`config.mk`:
```
export PLATFORM = sky130hd
export DESIGN_NAME = seg_access_guard
export DESIGN_NICKNAME = d
export VERILOG_FILES = /design/src/rtl/seg_guard_pkg.sv /design/src/rtl/seg_rights_check.sv /design/src/rtl/seg_bound_check.sv /design/src/rtl/seg_access_guard.sv
export SDC_FILE = /design/constraint.sdc
export NUM_CORES = 1
export LEC_CHECK = 0
export BUFFER_PORTS_ARGS = -buffer_cell sky130_fd_sc_hd__buf_4
export CORE_ASPECT_RATIO = 2
export CORE_MARGIN = 2
export CORE_UTILIZATION = 47
export CTS_BUF_LIST = sky130_fd_sc_hd__clkbuf_8 sky130_fd_sc_hd__clkbuf_16
export DETAILED_ROUTE_END_ITERATION = 8
export MAX_ROUTING_LAYER = met4
export PLACE_DENSITY_LB_ADDON = 0.2
export SYNTH_ARGS = -nofsm -noshare
export SYNTH_HDL_FRONTEND = slang
export SYNTH_HIERARCHICAL = 1
export SYNTH_SLANG_ARGS = --single-unit
```
`constraint.sdc`:
```
create_clock -name clk -period 1 [get_ports clk]
set_input_delay 0.05 -clock clk [delete_from_list [all_inputs] [get_ports clk]]
set_output_delay 0.05 -clock clk [all_outputs]
set_load 0.01 [all_outputs]
```
`src/rtl/seg_guard_pkg.sv`:
```
package seg_guard_pkg;

  typedef enum logic [1:0] {
    ACC_READ  = 2'd0,
    ACC_WRITE = 2'd1,
    ACC_FETCH = 2'd2,
    ACC_RSVD  = 2'd3
  } acc_kind_e;

  localparam int SLOT_W         = 4;
  localparam int DATA_SLOT_LAST = 6;  // slots 0..6 carry read/write rights
  localparam int NULL_FREE_LO   = 6;  // slots 6..9 exempt from null check
  localparam int NULL_FREE_HI   = 9;
  localparam int SHORT_AW       = 16;
  localparam int SIZE_CODE_W    = 2;

  function automatic logic slot_is_data(input logic [SLOT_W-1:0] slot);
    return int'(slot) <= DATA_SLOT_LAST;
  endfunction

  function automatic logic slot_null_exempt(input logic [SLOT_W-1:0] slot);
    return (int'(slot) >= NULL_FREE_LO) && (int'(slot) <= NULL_FREE_HI);
  endfunction

  // Equal size bits select the short address width.
  function automatic logic use_short_width(input logic dflt32, input logic ovr);
    return dflt32 == ovr;
  endfunction

endpackage

```
`src/rtl/seg_rights_check.sv`:
```
module seg_rights_check
  import seg_guard_pkg::*;
(
  input  logic [SLOT_W-1:0] slot,
  input  logic              sel_null,
  input  logic              can_read,
  input  logic              can_write,
  input  acc_kind_e         kind,
  input  logic              store_chk,
  output logic              null_hit,
  output logic              write_hit,
  output logic              read_hit
);

  logic data_slot;
  logic wants_write;

  always_comb begin
    data_slot   = slot_is_data(slot);
    wants_write = (kind == ACC_WRITE) || store_chk;
    null_hit    = sel_null && !slot_null_exempt(slot);
    write_hit   = data_slot && wants_write && !can_write;
    read_hit    = data_slot && (kind == ACC_READ) && !can_read;
  end

endmodule

```
`src/rtl/seg_bound_check.sv`:
```
module seg_bound_check
  import seg_guard_pkg::*;
#(
  parameter int ADDR_W = 32
) (
  input  logic [ADDR_W-1:0]      base,
  input  logic [ADDR_W-1:0]      limit,
  input  logic [ADDR_W-1:0]      lin,
  input  logic                   dflt32,
  input  logic                   ovr,
  input  logic [SIZE_CODE_W-1:0] size_code,
  input  logic                   expand_down,
  output logic                   short_mode,
  output logic [ADDR_W-1:0]      first_off,
  output logic [ADDR_W:0]        last_off,
  output logic                   bound_hit
);

  localparam int EXT_W = ADDR_W + 1;
  localparam logic [ADDR_W-1:0] SHORT_MASK = ADDR_W'((64'd1 << SHORT_AW) - 64'd1);

  function automatic logic [ADDR_W-1:0] calc_offset(
    input logic [ADDR_W-1:0] a, input logic [ADDR_W-1:0] b, input logic is_short);
    logic [ADDR_W-1:0] d;
    d = a - b;
    return is_short ? (d & SHORT_MASK) : d;
  endfunction

  function automatic logic [EXT_W-1:0] calc_last(
    input logic [ADDR_W-1:0] off, input logic [SIZE_CODE_W-1:0] code);
    logic [EXT_W-1:0] nbytes;
    nbytes = EXT_W'(1) << code;
    return {1'b0, off} + nbytes - EXT_W'(1);
  endfunction

  logic [EXT_W-1:0] lim_ext;
  logic             up_out;
  logic             down_in;

  always_comb begin
    short_mode = use_short_width(dflt32, ovr);
    first_off  = calc_offset(lin, base, short_mode);
    last_off   = calc_last(first_off, size_code);
    lim_ext    = {1'b0, limit};
    up_out     = ({1'b0, first_off} > lim_ext) || (last_off > lim_ext);
    down_in    = ({1'b0, first_off} <= lim_ext) || (last_off <= lim_ext);
    bound_hit  = expand_down ? down_in : up_out;
  end

  // the widened end offset never wraps below the first offset
  always_comb begin
    assert_end_no_wrap_R8: assert (last_off >= {1'b0, first_off});
  end

endmodule

```
`src/rtl/seg_access_guard.sv`:
```
module seg_access_guard
  import seg_guard_pkg::*;
#(
  parameter int ADDR_W = 32
) (
  input  logic                   clk,
  input  logic                   rst_n,
  input  logic                   req_valid,
  input  logic                   prot_en,
  input  logic                   long_mode,
  input  logic [SLOT_W-1:0]      seg_idx,
  input  logic                   sel_null,
  input  logic                   attr_rd,
  input  logic                   attr_wr,
  input  logic                   attr_xdn,
  input  logic [ADDR_W-1:0]      seg_base,
  input  logic [ADDR_W-1:0]      seg_limit,
  input  logic                   cs_dflt32,
  input  logic                   asize_ovr,
  input  logic [1:0]             acc_kind,
  input  logic                   store_chk,
  input  logic [SIZE_CODE_W-1:0] acc_size,
  input  logic [ADDR_W-1:0]      lin_addr,
  output logic                   chk_done,
  output logic                   gp_fault
);

  logic              null_hit, write_hit, read_hit, bound_hit;
  logic              short_mode;
  logic [ADDR_W-1:0] first_off;
  logic [ADDR_W:0]   last_off;
  logic              check_on;
  logic              rights_hit;
  logic              fault_next;

  seg_rights_check u_rights (
    .slot      (seg_idx),
    .sel_null  (sel_null),
    .can_read  (attr_rd),
    .can_write (attr_wr),
    .kind      (acc_kind_e'(acc_kind)),
    .store_chk (store_chk),
    .null_hit  (null_hit),
    .write_hit (write_hit),
    .read_hit  (read_hit)
  );

  seg_bound_check #(.ADDR_W(ADDR_W)) u_bound (
    .base        (seg_base),
    .limit       (seg_limit),
    .lin         (lin_addr),
    .dflt32      (cs_dflt32),
    .ovr         (asize_ovr),
    .size_code   (acc_size),
    .expand_down (attr_xdn),
    .short_mode  (short_mode),
    .first_off   (first_off),
    .last_off    (last_off),
    .bound_hit   (bound_hit)
  );

  always_comb begin
    check_on   = prot_en && !long_mode;
    rights_hit = null_hit || write_hit || read_hit;
    fault_next = check_on && (rights_hit || bound_hit);
  end

  always_ff @(posedge clk or negedge rst_n) begin
    if (!rst_n) begin
      chk_done <= 1'b0;
      gp_fault <= 1'b0;
    end else begin
      chk_done <= req_valid;
      if (req_valid) gp_fault <= fault_next;
    end
  end

  assert_done_after_req_R2: assert property (@(posedge clk) disable iff (!rst_n)
    req_valid |=> chk_done);
  assert_idle_hold_R2: assert property (@(posedge clk) disable iff (!rst_n)
    !req_valid |=> (!chk_done && $stable(gp_fault)));
  assert_bypass_clean_R3: assert property (@(posedge clk) disable iff (!rst_n)
    (req_valid && !check_on) |=> !gp_fault);
  assert_null_faults_R4: assert property (@(posedge clk) disable iff (!rst_n)
    (req_valid && check_on && null_hit) |=> gp_fault);
  assert_write_faults_R5: assert property (@(posedge clk) disable iff (!rst_n)
    (req_valid && check_on && write_hit) |=> gp_fault);
  assert_read_faults_R6: assert property (@(posedge clk) disable iff (!rst_n)
    (req_valid && check_on && read_hit) |=> gp_fault);
  assert_up_bound_R9: assert property (@(posedge clk) disable iff (!rst_n)
    (req_valid && check_on && !attr_xdn && bound_hit) |=> gp_fault);
  assert_down_bound_R10: assert property (@(posedge clk) disable iff (!rst_n)
    (req_valid && check_on && attr_xdn && bound_hit) |=> gp_fault);
  assert_clean_pass_R9: assert property (@(posedge clk) disable iff (!rst_n)
    (req_valid && !rights_hit && !bound_hit) |=> !gp_fault);
  // short width forces the upper offset bits to zero
  assert_short_offset_R7: assert property (@(posedge clk) disable iff (!rst_n)
    short_mode |-> (first_off[ADDR_W-1:SHORT_AW] == '0));

endmodule

```
==> flow_metrics.tcl <==
set metrics [dict create \
    status "finished with violations" \
    violations "setup timing" \
    cts.reportedPaths.clkPinSlew_ns 0.03 \
    p_leak_nw 4.67 \
    initialDrtViolationCount 197 \
    die_h_um 152 \
    grt_max_degree 14 \
    fin_ws_ns -4.74 \
    core_area_sq_um 10800 \
    grt_antenna_before_repair 0 \
    die-area_sq_um 11900 \
    start_kind "input pin" \
    drtPass1Iterations 4 \
    hold_class "input pin to flip-flop" \
    grt_overflow 0 \
    power.share.switching_pct 47.6 \
    post-route-period-util_pct 574 \
    drc 0 \
    final_core_util_pct 77.4 \
    drive_gt1_share_pct 39.0 \
    ant_nets 0 \
    crit_path_end_kind "flip-flop" \
    critical_path_class "input pin to flip-flop" \
    crit_required_ns 1.09 \
    clockBufferDepth 2 \
    grt_use_met1_pct 23.5 \
    routedWlPerCell_um 15.9 \
    critical_path.top_delay_family "compound AO/OA/AOI/OAI gates" \
    tightest_slew_ns 0.578 \
    grt_pass1_wl_um 29100 \
    syn_nets 978 \
    power.density_nw_per_um2 1580 \
    hold_slack_ns 0.152 \
    crit_arrival_ns 5.83 \
    clockPowerShare_pct 4.6 \
    vias 6710 \
    internal_power_mw 6.95 \
    fin_crit_ns 5.74 \
    first_global_vias 6887 \
    p_switching_mw 6.30 \
    die_w_um 78.0 \
    final_cell_mix "buf_4, ha_1, inv_1, nor2_1, a21oi_1" \
    met3_usage_pct 1.31 \
    synth_area_sq_um 5150 \
    nNetsFinal 1327 \
    irDropWorstVdd_mv 0.980 \
    routabilityCongestion 0.916 \
    p_total_mw 13.2 \
    syn_inst 730 \
    initial_core_util_pct 47.6 \
    insertion_delay_ns 0.22 \
    maxSlewViolCount 0 \
    clock_skew_ns 0 \
    rows 54 \
    layout_commonest_cell "buf_4" \
    critPathSlowestCell "o41a_4" \
    drt_wl_total_um 19400 \
    grt-busiest-layer "met2" \
    via_per_inst 5.51 \
    comb_power_share_pct 94.7 \
    cts_tree "built" \
    track_usage_pct 30.9 \
    synth_warnings 6 \
    cts_buffers 3 \
    max_freq_mhz 174 \
    rsz0062_at_grt "true" \
    h-tree-depth 1 \
    grt_use_met2_pct 66.7 \
    area_growth_pct 62.5 \
    port_buffers 117 \
    pwr-share-seq_pct 0.7 \
    root_buffer "clkbuf_16" \
    path_buf_inv 4 \
    io_pins 118 \
    cpMostUsedCell "a21o_1" \
    setup_viol 1 \
    syn_area_per_cell_sq_um 7.05 \
    final-hold-violation-count 0 \
    crit_fanout 6 \
    max_stage_delay_ns 0.51 \
    antenna_cells 0 \
    fill_cells 831 \
    maxSlewHeadroom_pct 61.2 \
    clkSinkCount 2 \
    dpl.hpwl_um 16400 \
    drv_cap 0 \
]
==> area by class of cell <==
cell class / instances / area [sq um] / share of cell area, %
timing repair buffer: 347 / 2610 / 31.2
tap: 140 / 175 / 2.09
sequential: 2 / 50.0 / 0.598
multi-input combinational: 613 / 5030 / 60.1
inverter: 112 / 425 / 5.08
clock buffer: 3 / 75.1 / 0.897
==> power by group through the flow <==
stage               registers (mW)  clock network, mW  logic (mW)
floorplan                   0.0962                  0        7.12
global placement            0.0924                  0        11.4
detailed placement          0.0928                  0        11.8
finish                      0.0928              0.613        12.5
global route                0.0934              0.615        13.6
CTS                         0.0924              0.615        12.1
==> metal layers <==
layer  routed length, um  vias up
li1                    -     3288
met1                5950     3123
met2               11500      200
met3                 465       99
met4                1410        0
met5                   0        -
==> sequential cells by signal, indices dropped and copies added (netlist names) <==
signal and count:
gp_fault 1, chk_done 1
==> worst paths after layout <==
| check | start | to | slack [ns] | cells after the start |
|---|---|---|---|---|
| max reg2reg | gp_fault | gp_fault | 0.35 | 2 |
| max | lin_addr[0] | gp_fault | -4.74 | 35 |
| min | long_mode | gp_fault | 0.15 | 3 |
| min in group asynchronous | rst_n | gp_fault | 0.19 | 2 |
| min reg2reg | gp_fault | gp_fault | 0.56 | 2 |
| max in group asynchronous | rst_n | chk_done | 0.72 | 2 |
==> stage by stage <==
step           TNS [ns]  setup WS, ns  instances  area, sq um
5_1_grt           -5.06         -5.06       1217         8370
3_3_place_gp      -4.79         -4.79       1207         8080
4_1_cts           -4.42         -4.42       1213         8240
6_report          -4.74         -4.74       1217         8370
2_1_floorplan     -4.14         -4.14        730         5360
3_5_place_dp      -4.87         -4.87       1207         8080
==> what timing repair did <==
item                                    in CTS  in global routing
endpoints found under the setup margin       1                  1
hold buffers                                 2                  0
buffers inserted                             1                  4
gates resized for setup                     10                 21
pin swaps                                    6                 24
endpoints found under the hold margin        3                  0
==> worst reg2reg max path, cell delays in order, from the launching register on <==
cell and delay, ns:
dfrtp_1 0.38, inv_1 0.06, o22ai_1 0.08
Power figures use the tool's default switching activity.
